## src/rtl/flash_cmd_pkg.sv

```systemverilog
package flash_cmd_pkg;
   typedef enum logic [2:0] {
      ST_IDLE, ST_UNL1, ST_UNL2, ST_PROG, ST_ESET, ST_EUNL1, ST_EUNL2, ST_SLOAD
   } seq_state_t;

   typedef struct packed {
      logic rst;
      logic prog;
      logic chip;
      logic sect;
   } req_t;

   localparam logic [7:0] CODE_UNLOCK_A = 8'hAA;
   localparam logic [7:0] CODE_UNLOCK_B = 8'h55;
   localparam logic [7:0] CODE_RESET    = 8'hF0;
   localparam logic [7:0] CODE_PROG     = 8'hA0;
   localparam logic [7:0] CODE_ESETUP   = 8'h80;
   localparam logic [7:0] CODE_CHIP     = 8'h10;
   localparam logic [7:0] CODE_SECT     = 8'h30;

   localparam logic [14:0] ADR_FIRST  = 15'h5555;
   localparam logic [14:0] ADR_SECOND = 15'h2AAA;
endpackage

```

## src/rtl/fcd_addr_match.sv

```systemverilog
module fcd_addr_match #(
   parameter int MATCH_W = 15
) (
   input  logic [MATCH_W-1:0] addr_lo,
   output logic               at_first,
   output logic               at_second
);
   import flash_cmd_pkg::*;

   localparam logic [MATCH_W-1:0] KEY_FIRST  = MATCH_W'(ADR_FIRST);
   localparam logic [MATCH_W-1:0] KEY_SECOND = MATCH_W'(ADR_SECOND);

   generate
      if (MATCH_W < 14 || MATCH_W > 15) begin : g_bad_w
         $error("fcd_addr_match: MATCH_W must be 14 or 15");
      end
   endgenerate

   assign at_first  = (addr_lo == KEY_FIRST);
   assign at_second = (addr_lo == KEY_SECOND);
endmodule

```

## src/rtl/fcd_seq.sv

```systemverilog
module fcd_seq #(
   parameter int DATA_W       = 8,
   parameter bit MULTI_SECTOR = 1'b1
) (
   input  logic                       clk,
   input  logic                       rst_n,
   input  logic                       wr_stb,
   input  logic                       alg_busy,
   input  logic [DATA_W-1:0]          wr_data,
   input  logic                       at_first,
   input  logic                       at_second,
   output flash_cmd_pkg::seq_state_t  state_q,
   output flash_cmd_pkg::req_t        req_nx
);
   import flash_cmd_pkg::*;

   seq_state_t state_nx;
   seq_state_t after_sect;
   logic       accept;

   generate
      if (DATA_W != 8) begin : g_bad_data
         $error("fcd_seq: DATA_W must be 8");
      end
      if (MULTI_SECTOR) begin : g_multi
         assign after_sect = ST_SLOAD;
      end else begin : g_single
         assign after_sect = ST_IDLE;
      end
   endgenerate

   assign accept = wr_stb && !alg_busy;

   always_comb begin
      state_nx = state_q;
      req_nx   = '0;
      if (alg_busy) begin
         if (state_q == ST_SLOAD) state_nx = ST_IDLE;
      end else if (accept) begin
         state_nx = ST_IDLE;
         unique case (state_q)
            ST_IDLE:
               if (at_first && wr_data == CODE_UNLOCK_A) state_nx = ST_UNL1;
            ST_UNL1:
               if (at_second && wr_data == CODE_UNLOCK_B) state_nx = ST_UNL2;
            ST_UNL2:
               if (at_first) begin
                  if (wr_data == CODE_RESET)       req_nx.rst = 1'b1;
                  else if (wr_data == CODE_PROG)   state_nx = ST_PROG;
                  else if (wr_data == CODE_ESETUP) state_nx = ST_ESET;
               end
            ST_PROG:
               req_nx.prog = 1'b1;
            ST_ESET:
               if (at_first && wr_data == CODE_UNLOCK_A) state_nx = ST_EUNL1;
            ST_EUNL1:
               if (at_second && wr_data == CODE_UNLOCK_B) state_nx = ST_EUNL2;
            ST_EUNL2:
               if (at_first && wr_data == CODE_CHIP) begin
                  req_nx.chip = 1'b1;
               end else if (wr_data == CODE_SECT) begin
                  req_nx.sect = 1'b1;
                  state_nx    = after_sect;
               end
            ST_SLOAD:
               if (wr_data == CODE_SECT) begin
                  req_nx.sect = 1'b1;
                  state_nx    = ST_SLOAD;
               end else begin
                  req_nx.rst = 1'b1;
               end
            default: state_nx = ST_IDLE;
         endcase
      end
   end

   always_ff @(posedge clk or negedge rst_n) begin
      if (!rst_n) state_q <= ST_IDLE;
      else        state_q <= state_nx;
   end

   // a busy engine freezes any sequence other than the sector window
   assert_busy_hold_R8: assert property (@(posedge clk) disable iff (!rst_n)
      (alg_busy && state_q != ST_SLOAD) |=> state_q == $past(state_q));

   // busy during the sector window always ends it
   assert_window_close_R10: assert property (@(posedge clk) disable iff (!rst_n)
      (alg_busy && state_q == ST_SLOAD) |=> state_q == ST_IDLE);
endmodule

```

## src/rtl/fcd_req_reg.sv

```systemverilog
module fcd_req_reg #(
   parameter int ADDR_W = 17,
   parameter int DATA_W = 8,
   parameter int SECT_W = 3
) (
   input  logic                 clk,
   input  logic                 rst_n,
   input  flash_cmd_pkg::req_t  req_nx,
   input  logic [ADDR_W-1:0]    wr_addr,
   input  logic [DATA_W-1:0]    wr_data,
   output flash_cmd_pkg::req_t  req_q,
   output logic [ADDR_W-1:0]    prog_addr,
   output logic [DATA_W-1:0]    prog_data,
   output logic [SECT_W-1:0]    sector_sel
);
   localparam int SECT_LSB = ADDR_W - SECT_W;

   generate
      if (SECT_W < 1 || SECT_W >= ADDR_W) begin : g_bad_sect
         $error("fcd_req_reg: SECT_W out of range");
      end
   endgenerate

   always_ff @(posedge clk or negedge rst_n) begin
      if (!rst_n) begin
         req_q      <= '0;
         prog_addr  <= '0;
         prog_data  <= '0;
         sector_sel <= '0;
      end else begin
         req_q <= req_nx;
         if (req_nx.prog) begin
            prog_addr <= wr_addr;
            prog_data <= wr_data;
         end
         if (req_nx.sect) sector_sel <= wr_addr[ADDR_W-1:SECT_LSB];
      end
   end

   // program target follows the final write
   assert_prog_target_R3: assert property (@(posedge clk) disable iff (!rst_n)
      req_q.prog |-> (prog_addr == $past(wr_addr) && prog_data == $past(wr_data)));

   // sector index comes from the top address bits of the loading write
   assert_sector_index_R5: assert property (@(posedge clk) disable iff (!rst_n)
      req_q.sect |-> sector_sel == $past(wr_addr[ADDR_W-1:SECT_LSB]));

   // only one request at a time
   assert_one_request_R9: assert property (@(posedge clk) disable iff (!rst_n)
      $onehot0(req_q));
endmodule

```

## src/rtl/flash_cmd_decoder.sv

```systemverilog
module flash_cmd_decoder #(
   parameter int ADDR_W       = 17,
   parameter int DATA_W       = 8,
   parameter int SECT_W       = 3,
   parameter int MATCH_W      = 15,
   parameter bit MULTI_SECTOR = 1'b1
) (
   input  logic              clk,
   input  logic              rst_n,
   input  logic              wr_stb,
   input  logic [ADDR_W-1:0] wr_addr,
   input  logic [DATA_W-1:0] wr_data,
   input  logic              alg_busy,
   output logic              read_mode,
   output logic              req_reset,
   output logic              req_prog,
   output logic [ADDR_W-1:0] prog_addr,
   output logic [DATA_W-1:0] prog_data,
   output logic              req_chip_erase,
   output logic              req_sector_erase,
   output logic [SECT_W-1:0] sector_sel
);
   import flash_cmd_pkg::*;

   generate
      if (MATCH_W > ADDR_W) begin : g_bad_match
         $error("flash_cmd_decoder: MATCH_W exceeds ADDR_W");
      end
   endgenerate

   logic       at_first, at_second;
   seq_state_t state_q;
   req_t       req_nx, req_q;

   fcd_addr_match #(.MATCH_W(MATCH_W)) u_match (
      .addr_lo  (wr_addr[MATCH_W-1:0]),
      .at_first (at_first),
      .at_second(at_second)
   );

   fcd_seq #(.DATA_W(DATA_W), .MULTI_SECTOR(MULTI_SECTOR)) u_seq (
      .clk      (clk),
      .rst_n    (rst_n),
      .wr_stb   (wr_stb),
      .alg_busy (alg_busy),
      .wr_data  (wr_data),
      .at_first (at_first),
      .at_second(at_second),
      .state_q  (state_q),
      .req_nx   (req_nx)
   );

   fcd_req_reg #(.ADDR_W(ADDR_W), .DATA_W(DATA_W), .SECT_W(SECT_W)) u_req (
      .clk       (clk),
      .rst_n     (rst_n),
      .req_nx    (req_nx),
      .wr_addr   (wr_addr),
      .wr_data   (wr_data),
      .req_q     (req_q),
      .prog_addr (prog_addr),
      .prog_data (prog_data),
      .sector_sel(sector_sel)
   );

   assign read_mode        = (state_q == ST_IDLE);
   assign req_reset        = req_q.rst;
   assign req_prog         = req_q.prog;
   assign req_chip_erase   = req_q.chip;
   assign req_sector_erase = req_q.sect;

   // a write made while busy never produces a request
   assert_busy_no_req_R8: assert property (@(posedge clk) disable iff (!rst_n)
      alg_busy |=> !(req_reset || req_prog || req_chip_erase || req_sector_erase));

   // single-cycle pulses
   assert_prog_pulse_R9: assert property (@(posedge clk) disable iff (!rst_n)
      req_prog |=> !req_prog);
   assert_chip_pulse_R9: assert property (@(posedge clk) disable iff (!rst_n)
      req_chip_erase |=> !req_chip_erase);
   assert_reset_pulse_R9: assert property (@(posedge clk) disable iff (!rst_n)
      req_reset |=> !req_reset);

   // a finished program or chip erase leaves the decoder idle
   assert_idle_after_R11: assert property (@(posedge clk) disable iff (!rst_n)
      (req_prog || req_chip_erase) |-> read_mode);
endmodule

```

## config.mk

```make
export PLATFORM = sky130hd
export DESIGN_NAME = flash_cmd_decoder
export DESIGN_NICKNAME = d
export VERILOG_FILES = /design/src/rtl/flash_cmd_pkg.sv /design/src/rtl/fcd_addr_match.sv /design/src/rtl/fcd_seq.sv /design/src/rtl/fcd_req_reg.sv /design/src/rtl/flash_cmd_decoder.sv
export SDC_FILE = /design/constraint.sdc
export NUM_CORES = 1
export LEC_CHECK = 0
export BUFFER_PORTS_ARGS = -buffer_cell sky130_fd_sc_hd__buf_2
export CAP_MARGIN = 20
export CORE_MARGIN = 1
export CORE_UTILIZATION = 43
export CTS_CLUSTER_SIZE = 25
export DETAILED_ROUTE_END_ITERATION = 12
export GPL_TIMING_DRIVEN = 0
export PLACE_DENSITY_LB_ADDON = 0.25
export SYNTH_ARGS = -nofsm -noshare
export SYNTH_HDL_FRONTEND = slang
export SYNTH_SLANG_ARGS = --single-unit
export TNS_END_PERCENT = 5
```

## constraint.sdc

```tcl
create_clock -name clk -period 4.76 [get_ports clk]
set_input_delay 0.476 -clock clk [delete_from_list [all_inputs] [get_ports clk]]
set_output_delay 0.476 -clock clk [all_outputs]
set_load 0.03 [all_outputs]
```

==> results.md, run 1 <==
- Outcome: complete, no violations
- DR vias: 1281
- Crit path DAT: 2.02 ns
- Initial Util: 0.449
- # Max-Cap Violations: 0
- Clock group share of total power: 0.457
- Busiest layer in global routing: met2
- Clock buffer depth: 2
- Synth top area cells: dfrtp_1, mux2_2, nor4bb_1
- Synth cell types: 33
- Drt pass-1 iters: 4
- Clock sink count: 35
- Fin worst setup slack: 2.90 ns
- Final hold slack: 0.253 ns
- Switching part of the total: 0.221
- Critical Path End Type: register
- Pin count of the biggest net entering global routing: 36
- Hold Crit Class: primary input to asynchronous set/reset pin
- Synth-to-layout area growth: 30.0%
- Dpl ws: 2.72 ns
- DRT antenna net count: 0
- Setup Buffers After CTS: 0
- Period Utilization, post-route: 0.391
- Power Density: 322 nW/µm²
- Vias in the first global route: 1244
- Met2 Use GR: 0.324
- Dominant cell type by area after synthesis: dfrtp_1
- Hold_buf cts: 0
- Post-synthesis sequential area ratio: 0.529
- Core ar.: 3690 µm²
- Grt met1 use: 0.236
- Remaining DRCs: 0
- # nets final: 220
- Starting DRT DRC Count: 53
- Die Y: 64.1 µm
- P_int: 0.540 mW
- CTS tree: yes
- Fraction of layout cells with a size suffix above 1: 0.583
- Leak: 1.12 nW
- Startpoint Class: register
- Post-synth ARST share: 1.00
- CP Class: register to register
- Global route overflow: 0
- CTS Root Cell: clkbuf_8
- Die ar.: 4100 µm²
- Syn Nets: 153
- Final setup viols: 0
- Worst-Skew Late Latency: 0.29 ns
- CP peak stage delay: 0.44 ns
- Cell breakdown of the critical path: buf_2 > nand2_1 > nor3_4 > buf_6 > mux2_2
- Final setup TNS: 0 ns
- Die width: 64.1 µm
- # H-tree levels: 2
- Ant diodes: 0
- Resize count post-CTS: 0
- Avg Synthesized Cell Area: 13.4 µm²
- CP max FO: 10
- Gate power share: 0.097
- Slew @ Worst Pin: 0.765 ns
- Max-slew violations: 0
- Mapped cell area: 1660 µm²
- Synth Flop Type: dfrtp_1
- Final Wtd Congestion: 0.786
- # fillers: 332
- Hpwl dp: 2.69 mm
- Seq pwr share: 0.446
- CP Data Required Time: 4.92 ns
- Peak VDD IR: 0.201 mV
- Grt met3 use: 0.0643
- Max-Slew Margin vs Limit: 0.490
- Yosys warns: 0
- Mapped Cells: 124
- # IOs: 62
- Min Tclk post-route: 1.86 ns
- Flop and latch count out of synthesis: 35
- Via density: 5.34
- Setup Skew: 0.0128 ns
- Site Rows: 22
- Routed wire length per instance: 14.8 µm
- EDFF count, synth: 0
- RSZ-0062 raised after global routing: false
- Initial antenna violation count: 0
- Dpl cells: 232
- Clock Pin Slew Worst Setup and Hold Paths: 0.08 ns
- Post-Layout Cell Count: 240
- Most frequent cells in the layout: buf_2, dfrtp_1, mux2_2
- Final hold vios: 0
- Port buffer count: 60
- Switching Power: 0.153 mW
- Total CTS buffers: 5
- GRT Overall Usage: 0.191
- Critical Path Slowest Stage Cell: nor3_4
- First-pass GRT wire length: 5.89 mm
- Post-synth top area share: 0.529
- Max Freq: 537 MHz
- WL final: 3.55 mm
- Commonest non-fill, non-tap cell in the layout: buf_2
==> state kept, by name, summed over array words and instances (netlist names) <==
name,flops
u_req.prog_data,8
u_req.prog_addr,17
u_req.sector_sel,3
u_req.req_q,4
u_seq.state_q,3
==> final cells by class <==
| class | instances | area [µm²] | area share |
|---|---|---|---|
| buffer | 7 | 58.8 | 0.0273 |
| clock inverter | 3 | 67.6 | 0.0314 |
| inverter | 2 | 7.51 | 0.00349 |
| tap | 48 | 60.1 | 0.0279 |
| sequential | 35 | 876 | 0.407 |
| clock buffer | 5 | 68.8 | 0.0320 |
| timing repair buffer | 60 | 300 | 0.139 |
| multi-input combinational | 80 | 714 | 0.332 |
==> per-stage QoR <==
step           power (mW)  cell area (µm²)   util
3_5_place_dp        0.383             2020  0.547
6_report            0.693             2150  0.584
2_1_floorplan       0.349             1660      -
5_1_grt             0.719             2150  0.584
4_1_cts             0.699             2150  0.584
3_3_place_gp        0.381             2020  0.547
==> path summary, 6_finish.rpt <==
| check | from | end | slack (ns) | cells after the start |
|---|---|---|---|---|
| hold / removal | rst_n | u_seq.state_q[0]$_DFFE_PN0P_ | 0.25 | 1 |
| setup reg to reg | u_seq.state_q[1]$_DFFE_PN0P_ | u_req.prog_addr[1]$_DFFE_PN0P_ | 2.90 | 5 |
| min in group clk | wr_addr[16] | u_req.prog_addr[16]$_DFFE_PN0P_ | 0.44 | 2 |
| max in group asynchronous | rst_n | u_req.prog_addr[1]$_DFFE_PN0P_ | 4.00 | 1 |
| hold reg to reg | u_req.prog_addr[7]$_DFFE_PN0P_ | u_req.prog_addr[7]$_DFFE_PN0P_ | 0.50 | 1 |
| setup / recovery | u_seq.state_q[1]$_DFFE_PN0P_ | u_req.prog_addr[1]$_DFFE_PN0P_ | 2.90 | 5 |
==> critical path: cells and delay by family, from the launching register on <==
family,cells,cell delay [ns]
muxes,1,0.35
and+or+nand+nor,2,0.60
buffers and inverters,2,0.45
DFF,1,0.35
==> logic make-up (layout without fill, tap and decap cells) <==
kind of cell | Yosys count | in the layout | synth area share
muxes | 28 | 28 | 0.190
and+or+nand+nor | 42 | 42 | 0.185
buffers and inverters | 9 | 77 | 0.0400
DFF | 35 | 35 | 0.529
AOI/OAI and AO/OA | 10 | 10 | 0.0559
==> power groups by stage <==
| stage | registers, mW | logic, mW | clock network (mW) |
|---|---|---|---|
| 2_1_floorplan | 0.332 | 0.0174 | 0 |
| 3_3_place_gp | 0.314 | 0.0665 | 0 |
| 3_5_place_dp | 0.315 | 0.0682 | 0 |
| 4_1_cts | 0.309 | 0.0684 | 0.322 |
| 5_1_grt | 0.310 | 0.0730 | 0.337 |
| 6_report | 0.309 | 0.0673 | 0.317 |
==> per-layer routing <==
layer	wire length (µm)	share of wire
met1	1430	0.40
met2	1850	0.52
met4	30	0.0084
met3	238	0.067
met5	0	0
==> cells in the mapped netlist (2+ instances only) <==
cell type,n
and4_1,2
buf_2,2
buf_6,4
dfrtp_1,35
inv_1,2
mux2_2,28
nand2_1,7
nand3_1,6
nand4b_1,2
nor2_1,4
nor3_1,2
nor4bb_1,6
o211ai_1,2
o211ai_2,2
or4b_4,2
(Power assumes the default switching activity.)
==> run 2: changes to the inputs <==
- ABC_AREA: default -> 1
- clock period: 4.76 -> 1.9 ns (I/O delays scaled with it)
==> run 2 against run 1 <==
- the run now ends with negative hold slack left
- combinational power grew 55%
- power grew 98%
- non-clock buffer count shrank 2
- final area grew 4.8%
- register-to-register slack lost 2.4 ns
==> results.md, run 2 <==
- Outcome: finished, violations left
- Failing checks: negative hold slack
- Leak: 1.34 nW (+20%)
- Global route overflow: 0 (unchanged)
- Largest family of logic cells by synthesized area: simple AND/OR/NAND/NOR gates
- Via density: 4.77 (-11%)
- Final setup viols: 0 (unchanged)
- Initial antenna violation count: 0 (unchanged)
- RSZ-0062 raised after global routing: false
- Dominant cell type by area after synthesis: dfrtp_1
- Yosys warns: 0 (unchanged)
- Period Utilization, post-route: 0.822
- Crit path DAT: 1.37 ns (-0.65 ns)
- Max Freq: 640 MHz
- Dpl cells: 339 (+46%)
- Setup Skew: 0.00733 ns (-0.00547 ns)
- Site Rows: 23 (+4.5%)
- Starting DRT DRC Count: 124 (+130%)
- Routed wire length per instance: 11.7 µm (-21%)
- CP max FO: 7 (-3)
- Die width: 66.8 µm (+4.3%)
- Remaining DRCs: 0 (unchanged)
- Initial Util: 0.448 (-0.000671)
- Final Cell Area: 2260 µm² (+4.8%)
- Pin count of the biggest net entering global routing: 36 (unchanged)
- Most frequent cells in the layout: nand2_1, buf_2, dfrtp_1
- # H-tree levels: 2 (unchanged)
- Die Y: 66.8 µm (+4.3%)
- Hold_buf cts: 0 (unchanged)
- GRT Overall Usage: 0.208 (+0.0174)
- Hpwl dp: 3.11 mm (+16%)
- Setup Buffers After CTS: 0 (unchanged)
- Clock sink count: 35 (unchanged)
- Finished Core Util: 0.560 (-0.0238)
- Max-slew violations: 0 (unchanged)
- Fraction of layout cells with a size suffix above 1: 0.333 (-0.250)
- Ant diodes: 0 (unchanged)
- Clock Pin Slew Worst Setup and Hold Paths: 0.07 ns (about the same)
- Clock buffer depth: 2 (unchanged)
- Post-synth ARST share: 1.00 (unchanged)
- Startpoint Class: register
- Dpl ws: 0.561 ns (-2.16 ns)
- Resize count post-CTS: 0 (unchanged)
- DR vias: 1655 (+29%)
- Fin worst setup slack: 0.338 ns (-2.56 ns)
- Final hold slack: -0.0266 ns (-0.280 ns)
- Post-synth top area share: 0.485 (-0.0439)
- Synth cell types: 17 (-48%)
- Vias in the first global route: 1549 (+25%)
- Drt pass-1 iters: 4 (unchanged)
- Worst-Skew Late Latency: 0.29 ns (about the same)
- Max-Slew Margin vs Limit: 0.491 (+0.000945)
- CTS tree: yes
- Post-synthesis sequential area ratio: 0.485 (-0.0439)
- Biggest register: u_req.prog_addr
- Synth top area cells: dfrtp_1, nand2_1, o21ai_2
- Die ar.: 4460 µm² (+8.8%)
- Hold Crit Class: primary input to asynchronous set/reset pin
- Power Density: 607 nW/µm² (+89%)
- Mapped cell area: 1810 µm² (+9.1%)
- Final hold vios: 35 (+35)
- Port buffer count: 61 (+1.7%)
- EDFF count, synth: 0 (unchanged)
- Total Power: 1.37 mW (+98%)
- Largest registers: u_req.prog_addr: 17 flops, u_req.prog_data: 8 flops, u_req.req_q: 4 flops
- Slew @ Worst Pin: 0.764 ns (-0.00142 ns)
- Total CTS buffers: 5 (unchanged)
- Adder and majority cell fraction of the synthesized area: 0 (unchanged)
- # fillers: 415 (+25%)
- Simple-gate share of the synthesized area: 0.303 (+0.118)
- Commonest non-fill, non-tap cell in the layout: nand2_1
- CP Class: register to output pin
- First-pass GRT wire length: 6.78 mm (+15%)
- CP Data Required Time: 1.71 ns (-3.21 ns)
- Switching part of the total: 0.244 (+0.0233)
- Peak VDD IR: 0.468 mV (+130%)
- Compound-gate portion of the synthesized area: 0.113 (+0.0570)
- Switching Power: 0.334 mW (+120%)
- Final setup TNS: 0 ns (unchanged)
- P_int: 1.04 mW (+92%)
- WL final: 4.06 mm (+14%)
- Avg Synthesized Cell Area: 7.92 µm² (-41%)
- Synth-to-layout area growth: 24.9%
- Synth Flop Type: dfrtp_1
- Gate power share: 0.076 (-0.021)
- Post-synthesis mux area share: 0 (-0.190)
- Core ar.: 4030 µm² (+9.2%)
- Flop and latch count out of synthesis: 35 (unchanged)
- CTS Root Cell: clkbuf_8
- # IOs: 62 (unchanged)
- Clock group share of total power: 0.381 (-0.076)
- Syn Nets: 257 (+68%)
- Mapped Cells: 228 (+84%)
- Xor/xnor cell area share of the yosys netlist: 0 (unchanged)
- Seq pwr share: 0.544 (+0.098)
- # nets final: 325 (+48%)
- # Max-Cap Violations: 0 (unchanged)
- Top post-synthesis cells by count: nand2_1, dfrtp_1, inv_1
- Post-Layout Cell Count: 347 (+45%)
- Min Tclk post-route: 1.56 ns
- Max reg flops: 17 (unchanged)
- Cell Area, Placed: 2170 µm² (+7.8%)
- Critical Path End Type: output pin
- Most common cell in the netlist: nand2_1
- DRT antenna net count: 0 (unchanged)
- Final Wtd Congestion: 0.804 (+2.2%)
run 2: changes by cell type in the layout (fill, tap and decap cells not counted), moves of 6 or more:
cell      change
inv_1        +30
nor4bb_1      -6
mux2_2       -28
nor3_1        +6
nor2_1       +17
nand2_1      +70
nand3_1       +6
o21ai_2      +19
run 2: kinds of logic after synthesis:
logic type | count (synthesis)
AND/OR/NAND/NOR | 128
AO/OA/AOI/OAI | 25
flip-flops | 35
buffers and inverters | 40
run 2: power by group through the flow:
| stage | clock, mW | sequential (mW) | combinational, mW |
|---|---|---|---|
| floorplan | 0 | 0.759 | 0.0423 |
| CTS | 0.537 | 0.745 | 0.105 |
| detailed placement | 0 | 0.759 | 0.105 |
| global route | 0.558 | 0.744 | 0.119 |
| finish | 0.521 | 0.745 | 0.104 |
| global placement | 0 | 0.759 | 0.105 |
run 2: worst paths after layout:
path / startpoint / endpoint / slack [ns] / cells after the start
min in group clk: wr_data[3] / u_req.prog_data[3]$_DFFE_PN0P_ / 0.13 / 3
hold reg to reg: u_req.prog_addr[15]$_DFFE_PN0P_ / u_req.prog_addr[15]$_DFFE_PN0P_ / 0.47 / 2
setup / recovery: u_seq.state_q[2]$_DFFE_PN0P_ / read_mode / 0.34 / 2
setup reg to reg: u_seq.state_q[0]$_DFFE_PN0P_ / u_seq.state_q[0]$_DFFE_PN0P_ / 0.54 / 9
max in group asynchronous: rst_n / u_req.sector_sel[0]$_DFFE_PN0P_ / 1.44 / 1
hold / removal: rst_n / u_req.prog_data[3]$_DFFE_PN0P_ / -0.03 / 1
run 2: critical path, cell delays in order (launching register included):
cell and delay, ns:
dfrtp_1 0.48, nor3_1 0.34, buf_2 0.26
run 2: cell type report:
cell class	instances	area [µm²]	area share
Buffer	4	45.0	0.0200
Clock buffer	7	76.3	0.0338
Clock inverter	1	5.00	0.00222
Inverter	36	135	0.0599
Multi-Input combinational cell	153	751	0.333
Sequential cell	35	876	0.388
Tap cell	50	62.6	0.0277
Timing Repair Buffer	61	305	0.135
run 2: metal layers:
layer | track usage | routed length [µm] | vias to the layer above
li1 | - | - | 845
met1 | 0.264 | 1880 | 750
met2 | 0.333 | 1850 | 52
met3 | 0.0497 | 236 | 8
met4 | 0.0904 | 89 | 0
met5 | 0 | 0 | -
==> run 3: changes to the inputs <==
- clock period: 1.9 -> 1.3 ns (I/O delays scaled with it)
==> run 3 against run 2 <==
- the run ends with negative setup slack left
- clock skew is essentially flat
- flip-flop and latch count stayed put
- via count grew 0.91%
- global-route usage is 1.0 points higher
- power up 54%
- cell count up 1.2%
- non-clock buffer count rose by 4
- first-iteration DRC count down 25%
- final area rose by 3.7%
- register-to-register slack got worse by 0.54 ns
- sequential power grew 46%
- critical path depth up 3
- largest cell class unchanged
- largest power group unchanged
- highest routed layer unchanged
==> results.md, run 3 (synthesis gave the netlist of run 2 again) <==
- Outcome: finished, violations left
- Failing checks: negative setup slack
- CP peak stage delay: 0.48 ns (about the same)
- Largest registers: u_req.prog_addr: 17 flops, u_req.prog_data: 8 flops, u_req.req_q: 4 flops
- Routed wire length per instance: 12.2 µm (+4.0%)
- Max-slew violations: 0 (unchanged)
- Period Utilization, post-route: 1.00
- Core ar.: 4030 µm² (unchanged)
- CTS tree: yes
- Clock Pin Slew Worst Setup and Hold Paths: 0.07 ns (about the same)
- Clock sink count: 35 (unchanged)
- Critical Path End Type: register
- Final hold vios: 0 (-100%)
- Slew @ Worst Pin: 0.770 ns (+0.00599 ns)
- CTS Root Cell: clkbuf_8
- Commonest non-fill, non-tap cell in the layout: nand2_1
- Clock group share of total power: 0.410 (+0.029)
- Area of the multi-input gates: 769 µm² (+2.5%)
- Most frequent cells in the layout: nand2_1, buf_2, dfrtp_1
- Critical Path Slowest Stage Cell: dfrtp_2
- Finished Core Util: 0.580 (+0.0205)
- Max Freq: 769 MHz
- Leak: 1.37 nW (+2.4%)
- # Max-Cap Violations: 0 (unchanged)
- CP Data Required Time: 1.48 ns (-0.23 ns)
- Total CTS buffers: 5 (unchanged)
- Ant diodes: 0 (unchanged)
- Seq pwr share: 0.516 (-0.028)
- Dpl ws: -0.0380 ns (-0.599 ns)
- Starting DRT DRC Count: 93 (-25%)
- # H-tree levels: 2 (unchanged)
- Power Density: 902 nW/µm² (+48%)
- Vias in the first global route: 1628 (+5.1%)
- Remaining DRCs: 0 (unchanged)
- Pin count of the biggest net entering global routing: 36 (unchanged)
- Worst r2r src: u_seq.state_q[2]$_DFFE_PN0P_
- # fillers: 384 (-7.5%)
- Hold Crit Class: primary input to register
- DRT antenna net count: 0 (unchanged)
- Reg area: 880 µm² (+0.43%)
- Crit. Startpoint: u_seq.state_q[2]$_DFFE_PN0P_
- Flop2flop setup slack: -0.0005 ns (-0.54 ns)
- CP max FO: 10 (+3)
- Worst setup path end: u_req.prog_addr[13]$_DFFE_PN0P_
- Die Y: 66.8 µm (unchanged)
- Final setup viols: 1 (+1)
- Peak VDD IR: 0.417 mV (-11%)
- Die ar.: 4460 µm² (unchanged)
- Setup Skew: 0.00712 ns (-0.000204 ns)
- Final Wtd Congestion: 0.807 (+0.46%)
- Gate power share: 0.074 (-0.002)
- Max reg flops: 17 (unchanged)
- Worst-Skew Late Latency: 0.29 ns (about the same)
- Fin worst setup slack: -0.000533 ns (-0.338 ns)
- Global route overflow: 0 (unchanged)
- Startpoint Class: register
- RSZ-0062 raised after global routing: true
- Final setup TNS: -0.000533 ns (-0.000533 ns)
- Total Power: 2.11 mW (+54%)
- Switching Power: 0.485 mW (+45%)
- Reg2reg end: u_req.prog_addr[13]$_DFFE_PN0P_
- Initial Util: 0.448 (unchanged)
- Die width: 66.8 µm (unchanged)
- Drt pass-1 iters: 4 (unchanged)
- Initial antenna violation count: 0 (unchanged)
- Crit path DAT: 1.48 ns (+0.11 ns)
- Clock buffer depth: 2 (unchanged)
- Synth-to-layout area growth: 29.4%
- # nets final: 329 (+1.2%)
- First-pass GRT wire length: 7.14 mm (+5.4%)
- Cell breakdown of the critical path: nor3_4 > nand2_4 > buf_6 > nand2_1 > o21ai_2
- # IOs: 62 (unchanged)
- Port buffer count: 61 (unchanged)
- Hpwl dp: 3.21 mm (+3.2%)
- Via density: 4.76 (-0.24%)
- P_int: 1.62 mW (+57%)
- Fraction of layout cells with a size suffix above 1: 0.369 (+0.0354)
- DR vias: 1670 (+0.91%)
- CP Class: register to register
- Biggest register: u_req.prog_addr
- Site Rows: 23 (unchanged)
- Min Tclk post-route: 1.30 ns
- Max-Slew Margin vs Limit: 0.487 (-0.00400)
- Switching part of the total: 0.230 (-0.0140)
- Reg2reg path depth: 5 (-4)
- GRT Overall Usage: 0.218 (+0.0103)
- WL final: 4.27 mm (+5.2%)
run 3: metrics by stage:
stage | hold slack (ns) | instances | area, µm²
finish | 0.0632 | 351 | 2340
global placement | 0.252 | 339 | 2190
global route | 0.0899 | 351 | 2340
CTS | 0.0617 | 348 | 2310
floorplan | -0.166 | 228 | 1820
detailed placement | 0.260 | 339 | 2190
run 3: critical path: cells and delay by family, from the launching register on:
| family | cells | cell delay [ns] |
|---|---|---|
| AND/OR/NAND/NOR | 3 | 0.48 |
| AO/OA/AOI/OAI | 1 | 0.05 |
| flip-flops | 1 | 0.48 |
| buffers and inverters | 1 | 0.17 |
run 3: power groups by stage:
stage	Sequential, mW	Combinational (mW)	Clock [mW]
global placement	1.11	0.153	0
finish	1.09	0.156	0.864
global route	1.09	0.180	0.938
floorplan	1.11	0.0619	0
detailed placement	1.11	0.155	0
CTS	1.09	0.158	0.890
run 3: how the worst min path moves through the flow:
| stage | start | to | slack [ns] | cells past startpoint |
|---|---|---|---|---|
| after detailed placement | rst_n | u_req.prog_addr[11]$_DFFE_PN0P_ | 0.26 | 1 |
| after global placement | rst_n | u_req.prog_addr[10]$_DFFE_PN0P_ | 0.25 | 1 |
| final | wr_data[3] | u_req.prog_data[3]$_DFFE_PN0P_ | 0.06 | 3 |
| after floorplan | rst_n | u_req.prog_addr[0]$_DFFE_PN0P_ | -0.17 | 0 |
| after CTS | wr_data[3] | u_req.prog_data[3]$_DFFE_PN0P_ | 0.06 | 3 |
| after global routing | wr_addr[6] | u_req.prog_addr[6]$_DFFE_PN0P_ | 0.09 | 3 |
run 3: per-layer routing:
layer | share of wire | GRT usage | up-vias
met1 | 0.44 | 0.271 | 759
met2 | 0.49 | 0.361 | 57
li1 | - | - | 848
met4 | 0.013 | 0.0851 | 0
met3 | 0.057 | 0.0531 | 6
met5 | 0 | 0 | -
run 3: final cells by class:
class,instances,share of cell area
timing repair buffer,65,0.147
sequential,35,0.376
inverter,36,0.0589
tap,50,0.0268
clock buffer,8,0.0428
buffer,4,0.0193
multi-input combinational,153,0.329
run 3: what timing repair did:
item,4_1_cts,5_1_grt
endpoints found under the hold margin,35,0
endpoints found under the setup margin,27,31
hold buffers,1,0
setup buffers,0,3
pin swaps,1,6
resized for setup,8,2
